`config.mk`:
```
export PLATFORM = sky130hd
export DESIGN_NAME = pwm_fifo_gen
export DESIGN_NICKNAME = d
export VERILOG_FILES = /design/src/rtl/pwm_fifo_gen.sv
export SDC_FILE = /design/constraint.sdc
export NUM_CORES = 1
export LEC_CHECK = 0
export CAP_MARGIN = 25
export CORE_MARGIN = 2
export CORE_UTILIZATION = 50
export CTS_CLUSTER_SIZE = 14
export DETAILED_ROUTE_END_ITERATION = 7
export DONT_BUFFER_PORTS = 1
export PLACE_DENSITY_LB_ADDON = 0.2
export SLEW_MARGIN = 20
export SYNTH_ARGS = -nofsm -noshare
export SYNTH_HDL_FRONTEND = slang
export SYNTH_SLANG_ARGS = --single-unit
```
`constraint.sdc`:
```
create_clock -name clk -period 5.2 [get_ports clk]
set_input_delay 1.04 -clock clk [delete_from_list [all_inputs] [get_ports clk]]
set_output_delay 1.04 -clock clk [all_outputs]
set_load 0.05 [all_outputs]
```
`src/rtl/pwm_fifo_gen.sv`:
```
module pwm_fifo_gen #(
  parameter int DEPTH = 4,
  parameter int SWR_CYCLES = 4
) (
  input  logic        clk,
  input  logic        rst_n,
  input  logic        tick_bus,
  input  logic        tick_fast,
  input  logic        tick_slow,
  input  logic        bus_we,
  input  logic [4:0]  bus_addr,
  input  logic [31:0] bus_wdata,
  output logic [31:0] bus_rdata,
  output logic        pwm_out
);
  localparam int PW = (DEPTH > 1) ? $clog2(DEPTH) : 1;
  localparam int CW = $clog2(DEPTH + 1);
  localparam int SW = $clog2(SWR_CYCLES + 1);

  logic        en;
  logic [1:0]  rpt, src, mode;
  logic [11:0] presc;
  logic [15:0] per, act, cnt;
  logic [11:0] pre_cnt;
  logic [2:0]  rep;
  logic        primed;
  logic [SW-1:0] swr_cnt;
  logic        werr, cmp, rov, fe;
  logic [15:0] mem [DEPTH];
  logic [PW-1:0] wp, rp;
  logic [CW-1:0] fcnt;

  wire busy   = swr_cnt != '0;
  wire wr_ctl = bus_we && bus_addr == 5'h00;
  wire wr_st  = bus_we && bus_addr == 5'h04;
  wire wr_smp = bus_we && bus_addr == 5'h0C;
  wire wr_per = bus_we && bus_addr == 5'h10;
  wire clr    = busy || (wr_ctl && bus_wdata[3]);

  wire [15:0] last_cnt = ((per == 16'hFFFF) ? 16'hFFFE : per) + 16'd1;
  wire        src_tick = (src == 2'd1) ? tick_bus :
                         (src == 2'd2) ? tick_fast :
                         (src == 2'd3) ? tick_slow : 1'b0;
  wire        run   = en && primed && !busy;
  wire        prime = en && !primed && !busy;
  wire        step  = run && src_tick && pre_cnt >= presc;
  wire        wrap  = cnt >= last_cnt;
  wire [15:0] nxt   = wrap ? 16'd0 : cnt + 16'd1;
  wire [2:0]  rep_last = 3'((4'd1 << rpt) - 4'd1);
  wire        reload = prime || (step && wrap && rep == rep_last);
  wire        full  = fcnt == CW'(DEPTH);
  wire        push  = wr_smp && !clr && !full;
  wire        pop   = reload && fcnt != '0;

  always_ff @(posedge clk or negedge rst_n) begin
    if (!rst_n) swr_cnt <= '0;
    else if (wr_ctl && bus_wdata[3] && !busy) swr_cnt <= SW'(SWR_CYCLES);
    else if (busy) swr_cnt <= swr_cnt - 1'b1;
  end

  always_ff @(posedge clk or negedge rst_n) begin
    if (!rst_n) begin
      en <= 1'b0; rpt <= '0; src <= '0; mode <= '0; presc <= '0; per <= '0;
    end else if (clr) begin
      en <= 1'b0; rpt <= '0; src <= '0; mode <= '0; presc <= '0; per <= '0;
    end else begin
      if (wr_ctl) begin
        en    <= bus_wdata[0];
        rpt   <= bus_wdata[2:1];
        presc <= bus_wdata[15:4];
        src   <= bus_wdata[17:16];
        mode  <= bus_wdata[19:18];
      end
      if (wr_per) per <= bus_wdata[15:0];
    end
  end

  always_ff @(posedge clk or negedge rst_n) begin
    if (!rst_n) begin
      wp <= '0; rp <= '0; fcnt <= '0;
    end else if (clr) begin
      wp <= '0; rp <= '0; fcnt <= '0;
    end else begin
      if (push) begin
        mem[wp] <= bus_wdata[15:0];
        wp <= (wp == PW'(DEPTH - 1)) ? '0 : wp + 1'b1;
      end
      if (pop) rp <= (rp == PW'(DEPTH - 1)) ? '0 : rp + 1'b1;
      fcnt <= fcnt + CW'(push) - CW'(pop);
    end
  end

  always_ff @(posedge clk or negedge rst_n) begin
    if (!rst_n) begin
      cnt <= '0; pre_cnt <= '0; rep <= '0; primed <= 1'b0; act <= '0;
    end else if (clr) begin
      cnt <= '0; pre_cnt <= '0; rep <= '0; primed <= 1'b0; act <= '0;
    end else if (!en) begin
      cnt <= '0; pre_cnt <= '0; rep <= '0; primed <= 1'b0;
    end else begin
      if (prime) primed <= 1'b1;
      if (pop) act <= mem[rp];
      if (run && src_tick) pre_cnt <= step ? 12'd0 : pre_cnt + 12'd1;
      if (step) begin
        cnt <= nxt;
        if (wrap) rep <= (rep == rep_last) ? 3'd0 : rep + 3'd1;
      end
    end
  end

  always_ff @(posedge clk or negedge rst_n) begin
    if (!rst_n) begin
      werr <= 1'b0; cmp <= 1'b0; rov <= 1'b0; fe <= 1'b0;
    end else if (clr) begin
      werr <= 1'b0; cmp <= 1'b0; rov <= 1'b0; fe <= 1'b0;
    end else begin
      werr <= (wr_smp && full) || (werr && !(wr_st && bus_wdata[6]));
      cmp  <= (step && nxt == act) || (cmp && !(wr_st && bus_wdata[5]));
      rov  <= (step && wrap) || (rov && !(wr_st && bus_wdata[4]));
      fe   <= (reload && fcnt == '0) || (fe && !(wr_st && bus_wdata[3]));
    end
  end

  wire raw = cnt < act;
  assign pwm_out = en && ((mode == 2'd0) ? raw : (mode == 2'd1) ? !raw : 1'b0);

  always_comb begin
    case (bus_addr)
      5'h00:   bus_rdata = {12'd0, mode, src, presc, busy, rpt, en};
      5'h04:   bus_rdata = {25'd0, werr, cmp, rov, fe, 3'(fcnt)};
      5'h0C:   bus_rdata = {16'd0, act};
      5'h10:   bus_rdata = {16'd0, per};
      default: bus_rdata = 32'd0;
    endcase
  end
endmodule


```
==> impl_metrics.py, run 1 <==
metrics = {
    "clock_tree": {
        "cts_tree": "done",
        "root_buffer": "clkbuf_16",
        "clock-sinks": 161,
        "cts_hold_buf": 0,
        "numCtsBuffers": 17,
        "cts_max_path_buffers": 2,
        "clk_pin_slew_ns": 0.07,
        "clock_latency_ns": 0.43,
        "h-tree-depth": 4,
    },
    "detailed_routing": {
        "vias": 6773,
        "final_antenna_net_count": 0,
        "drt-pass1-iter-count": 8,
        "wirelength_mm": 23.4,
        "drc": 0,
        "drtIter0Drc": 703,
        "routed_via_density": 6.20,
        "routedWlPerCell_microns": 21.4,
    },
    "yosys": {
        "seq_area_frac_synth_pct": 48.5,
        "ys_warn_count": 0,
        "yosys-top-cells-area": "dfrtp_1 27%, edfxtp_1 21%, ha_1 7.8%",
        "synth.most_common_cell": "nand2_1",
        "synthCells": 856,
        "async_reset_ff_share_pct": 60.2,
        "synth_area_sq_um": 8960,
        "synth_top_area_share_pct": 27.1,
        "ys_ff_latch": 161,
        "synth_edf_count": 64,
        "ys_types": 71,
        "synth.avg_cell_area_sq_um": 10.5,
        "synthFlopType": "dfrtp_1",
        "synth.largest_area_cell": "dfrtp_1",
        "ys_top_cells_by_count": "106 x nand2_1, 97 x dfrtp_1, 64 x edfxtp_1",
    },
    "critical_path": {
        "critPathKind": "flop to flop",
        "worstRegToRegCells": 28,
        "max_stage_delay_ns": 0.40,
        "worst_path_max_delay_cell": "a2111oi_4",
        "startpoint_type": "flop",
        "path_delay_family": "simple AND/OR/NAND/NOR gates",
        "cp.required_ns": 5.51,
        "critPathBufInv": 4,
        "rr_endpoint": "fcnt[2]",
        "arrival_ns": 5.23,
        "r2r_slack_ns": 0.28,
        "crit_path_end_kind": "flop",
        "r2r_start": "per[9]",
        "path_max_fanout": 5,
    },
    "sta": {
        "finClkSkew_ns": 0.0107,
        "drv_slew": 0,
        "period_needed_ns": 4.92,
        "worst_slew_pin_slew_ns": 0.954,
        "layout_setup_ws_ns": 0.280,
        "hold_viol": 0,
        "setup_viol": 0,
        "slew_headroom_pct": 36.1,
        "fmax_ghz": 0.203,
        "finalCritPeriodShare_pct": 94.6,
    },
    "placement": {
        "io_buffers": 0,
        "place.gp.congestion": 0.889,
        "place_hpwl_mm": 17.1,
        "dp_cells": 1058,
        "dp_slack_ns": 0.124,
    },
    "pwr": {
        "ir_drop_mv": 0.228,
        "powerDensity_nw_per_um2": 284,
        "p_leak_nw": 3.87,
    },
    "global_route": {
        "overflow": 0,
        "antenna_found_initial": 0,
        "grt_pass1_vias": 6599,
        "grt_pass1_wl_mm": 36.9,
        "grt_util_all_layers_pct": 26.1,
        "grt_max_degree": 99,
    },
    "floorplanning": {
        "io_pins": 76,
        "die_x_microns": 138,
        "core-area_sq_um": 17400,
        "num_rows": 48,
        "fp.dieArea_sq_um": 19000,
        "die_h_microns": 138,
        "initial_core_util_pct": 51.5,
    },
    "layout": {
        "drive_above_1_share_pct": 9.92,
        "areaGrowthSynthToFinish_pct": 9.03,
        "n_antenna_cell": 0,
        "nets": 954,
        "final_cells": 1092,
    },
    "flow_run": {
        "drv_cap": 0,
    },
    "worst_hold_path": {
        "hp-class": "input port to asynchronous set/reset pin",
    },
    "outcome": {
        "status": "completed",
    },
}
## cells in the final DEF, fill, tap and decap left out, drive strengths merged, types with 7 or more instances in the layout
cell type    n
ha          56
xor2        18
a222oi      16
a21o        12
edfxtp      64
mux4        16
clkbuf      17
or3          8
nand2      108
dfrtp       97
a21oi       62
nand4       13
o31ai       17
inv         66
a22o        15
conb        12
nand3       39
and3         9
xnor2       22
and2         7
buf         16
o21ai       27
nor3        21
nor2        53
## state kept, by name, summed over array words and instances, names as in the netlist, 3 cells and up
name	cells
per	16
act	16
swr_cnt	3
pre_cnt	12
cnt	16
rep	3
fcnt	3
presc	12
mem	64
## cells by family (layout without fill, tap and decap cells)
family                   count (synthesis)  after routing  share of synthesized area [%]
AO/OA/AOI/OAI                          182            182                           14.1
XOR/XNOR                                40             40                           3.91
adder cells (fa/ha/maj)                 57             57                           8.04
buffers and inverters                  105            105                           5.28
flip-flops                             161            161                           48.5
multiplexers                            20             20                           4.47
other                                    1             12                         0.0418
AND/OR/NAND/NOR                        290            290                           15.7
## worst max-delay path by stage
stage                       from      end  slack (ns)  cells after the start
after floorplan           per[6]  fcnt[2]        0.38                     28
after global placement    per[9]  fcnt[2]        0.27                     28
after detailed placement  per[9]  fcnt[2]        0.12                     28
after CTS                 per[9]  fcnt[2]        0.09                     28
after global routing      per[9]  fcnt[2]      -0.005                     28
final                     per[9]  fcnt[2]        0.28                     28
## power breakdown
group | leakage [nW] | internal [W] | switching [W]
clock network | 0.290 | 0.000645 | 0.000592
logic | 1.66 | 0.0000448 | 0.000148
registers | 1.92 | 0.00134 | 0.00000923
## layout make-up
class / count / area [sq um]
Clock buffer: 17 / 425
Inverter: 57 / 214
Timing Repair Buffer: 16 / 128
Sequential cell: 161 / 4350
Fill cell: 1532 / 7640
Clock inverter: 15 / 160
Tap cell: 225 / 282
Multi-Input combinational cell: 601 / 4210
## metrics by stage
stage / utilization [%] / power (W) / hold slack [ns] / cell area (sq um) / setup TNS (ns)
finish: 56.1 / 0.00278 / 0.304 / 9770 / 0
floorplan: - / 0.00151 / 0.470 / 9000 / 0
CTS: 55.9 / 0.00279 / 0.290 / 9730 / 0
global route: 56.1 / 0.00287 / 0.281 / 9770 / -0.00454
detailed placement: 52.5 / 0.00156 / 0.519 / 9150 / 0
global placement: 52.4 / 0.00155 / 0.513 / 9130 / 0
## repair_timing
item | 4_1_cts | 5_1_grt
gates resized for setup | 0 | 6
setup endpoints to repair | 0 | 2
buffers inserted | 0 | 2
## layer usage
layer	vias to the layer above	part of all wire (%)	global-route usage, %
met1	3361	43	35.9
met2	269	47	41.4
met3	42	6.8	5.01
met5	-	0	0
met4	0	3.0	9.35
li1	3101	-	-
No activity file was read; power rests on OpenSTA's default activity.
==> inputs of run 2 (changes only) <==
--- a/config.mk
+++ b/config.mk
@@ -5,6 +5,7 @@
 export SDC_FILE = /design/constraint.sdc
 export NUM_CORES = 1
 export LEC_CHECK = 0
+export ABC_AREA = 1
 export CAP_MARGIN = 25
 export CORE_MARGIN = 2
 export CORE_UTILIZATION = 50
==> run 2 against run 1 <==
Die area grew 2.4%. Combinational power grew to 3.8 times the previous value. Clock power grew 5%. Worst setup slack gained 0.15 ns. Synthesized cell count grew 22%. Clock skew grew 0.0020 ns. Final cell count grew 20%. Flip-flop and latch count is the same. Sequential power grew 4%. Clock-buffer cell count is the same. Non-clock buffer count grew 18. Area after synthesis grew 2.5%. Critical endpoint unchanged. Largest cell class unchanged. Highest routed layer unchanged.
==> impl_metrics.py, run 2 <==
metrics = {
    "critical_path": {
        "critPathKind": "flop to flop",
        "crit_path_end_kind": "flop",
        "rr_endpoint": "fcnt[2]",
        "critPathBufInv": 8,
        "crit_start": "per[13]",
        "path_delay_family": "simple AND/OR/NAND/NOR gates",
        "worstRegToRegCells": 34,
        "worst_path_max_delay_cell": "dfrtp_1",
        "r2r_start": "per[13]",
        "r2r_slack_ns": 0.43,
        "arrival_ns": 5.14,
        "crit_top_cell": "inv_1",
        "path_max_fanout": 5,
        "startpoint_type": "flop",
        "max_stage_delay_ns": 0.43,
        "cp.required_ns": 5.57,
    },
    "layout": {
        "n_fill_cell": 1642,
        "final_common_cell": "nand2_1",
        "final_cells": 1307,
        "largest-register": "mem",
        "areaGrowthSynthToFinish_pct": 11.0,
        "final_area_sq_um": 10200,
        "drive_above_1_share_pct": 11.0,
        "n_antenna_cell": 0,
        "largest_reg_flops": 64,
        "final_util_pct": 56.6,
        "nets": 1165,
        "mostFrequentLayoutCells": "242 x nand2_1, 133 x inv_1, 92 x dfrtp_1",
    },
    "detailed_routing": {
        "routedWlPerCell_microns": 18.8,
        "drc": 0,
        "final_antenna_net_count": 0,
        "routed_via_density": 5.66,
        "vias": 7397,
        "drtIter0Drc": 657,
        "wirelength_mm": 24.6,
        "drt-pass1-iter-count": 5,
    },
    "floorplanning": {
        "die_x_microns": 140,
        "die_h_microns": 140,
        "io_pins": 76,
        "core-area_sq_um": 18000,
        "initial_core_util_pct": 51.0,
        "num_rows": 49,
        "fp.dieArea_sq_um": 19500,
    },
    "yosys": {
        "synth.avg_cell_area_sq_um": 8.81,
        "synth.most_common_cell": "nand2_1",
        "synth.largest_area_cell": "dfrtp_1",
        "ys_types": 54,
        "yosys-top-cells-area": "dfrtp_1 26%, edfxtp_1 21%, nand2_1 10%",
        "synth_area_sq_um": 9190,
        "synth_top_area_share_pct": 26.4,
        "synthCells": 1043,
        "ys_ff_latch": 161,
        "ys_top_cells_by_count": "244 x nand2_1, 136 x inv_1, 97 x dfrtp_1",
        "seq_area_frac_synth_pct": 47.3,
        "async_reset_ff_share_pct": 60.2,
        "synth_edf_count": 64,
        "ys_warn_count": 0,
        "synthFlopType": "dfrtp_1",
    },
    "sta": {
        "grt_setup_unrepaired": "no",
        "finClkSkew_ns": 0.0127,
        "drv_slew": 0,
        "slew_headroom_pct": 34.0,
        "finalCritPeriodShare_pct": 91.7,
        "hold_viol": 0,
        "tns_ns": 0,
        "fmax_ghz": 0.210,
        "worst_slew_pin_slew_ns": 0.989,
        "period_needed_ns": 4.77,
        "setup_viol": 0,
    },
    "placement": {
        "place_hpwl_mm": 17.7,
        "place.gp.congestion": 0.917,
        "placed_cell_area_sq_um": 9460,
        "io_buffers": 0,
        "dp_cells": 1264,
    },
    "global_route": {
        "antenna_found_initial": 0,
        "grt_pass1_wl_mm": 38.2,
        "grt_util_all_layers_pct": 25.5,
        "overflow": 0,
        "grt_max_degree": 99,
        "grt_pass1_vias": 6816,
    },
    "pwr": {
        "powerDensity_nw_per_um2": 338,
        "finalPower_w": 0.00345,
        "p_leak_nw": 4.36,
        "ir_drop_mv": 0.228,
    },
    "clock_tree": {
        "cts_hold_buf": 0,
        "clock_latency_ns": 0.44,
        "h-tree-depth": 4,
        "cts_max_path_buffers": 2,
        "clock-sinks": 161,
        "numCtsBuffers": 17,
        "clk_pin_slew_ns": 0.08,
        "root_buffer": "clkbuf_16",
        "cts_tree": "done",
    },
    "worst_hold_path": {
        "hp-class": "input port to asynchronous set/reset pin",
    },
    "flow_run": {
        "drv_cap": 0,
    },
    "outcome": {
        "status": "completed",
    },
}
==> run 2: cell types whose count changed after synthesis, moves of 16 or more <==
cell / change
nand2_1: +138
inv_1: +81
o21ai_0: +28
nor2_1: +24
o22ai_1: +22
xnor2_1: -20
a222oi_1: -16
mux4_2: -16
o31ai_1: -16
==> run 2: routing by layer <==
layer / part of all wire (%) / wire length [microns] / GRT usage [%]
met1: 44 / 10800 / 36.7
met2: 47 / 11500 / 39.7
met3: 6.9 / 1690 / 4.82
met4: 2.2 / 535 / 7.58
met5: 0 / 0 / 0
==> run 2: area by class of cell <==
cell class                      count  area [sq um]  area share (%)
Tap cell                          229           287            2.81
Timing Repair Buffer               34           255            2.50
Sequential cell                   161          4360            42.7
Multi-Input combinational cell    712          4170            40.9
Inverter                          139           523            5.13
Clock buffer                       17           425            4.17
Clock inverter                     15           183            1.79
==> run 2: what timing repair did <==
item | in CTS | in global routing
resized for setup | 0 | 16
buffers inserted | 0 | 10
setup endpoints to repair | 0 | 2
hold endpoints to repair | 0 | 0
==> run 2: worst max path at each step <==
stage,depth (start not counted),slack [ns],to
global placement,34,0.30,fcnt[2]
finish,34,0.43,fcnt[2]
global route,34,0.01,fcnt[2]
CTS,34,0.18,fcnt[2]
floorplan,34,0.74,fcnt[2]
detailed placement,34,0.20,fcnt[2]
==> run 2: through the flow <==
stage / hold slack, ns / worst slack [ns]
CTS: 0.294 / 0.178
floorplan: 0.453 / 0.738
finish: 0.298 / 0.433
global placement: 0.465 / 0.302
global route: 0.283 / 0.0116
detailed placement: 0.473 / 0.202
==> run 2: cells by family after synthesis <==
group | after synthesis | share of synthesized area (%)
and+or+nand+nor | 435 | 21.1
AOI/OAI and AO/OA | 182 | 13.0
buffers and inverters | 181 | 8.16
DFF | 161 | 47.3
adders and majority gates | 57 | 7.84
xor gates and xnor gates | 25 | 2.38
other | 1 | 0.0408
muxes | 1 | 0.109
==> run 2: report_power, final <==
part	internal (W)	switching, W	total (W)
clock network	0.000693	0.000604	0.00130
logic	0.000213	0.000524	0.000737
registers	0.00137	0.0000380	0.00141
==> run 2: worst register-to-register path: cells and delay by family (launching register included) <==
kind | cells | cell delay [ns]
AO/OA/AOI/OAI | 1 | 0.10
XOR/XNOR | 2 | 0.34
adder cells (fa/ha/maj) | 5 | 1.19
buffers and inverters | 8 | 0.56
flip-flops | 1 | 0.43
AND/OR/NAND/NOR | 18 | 2.09
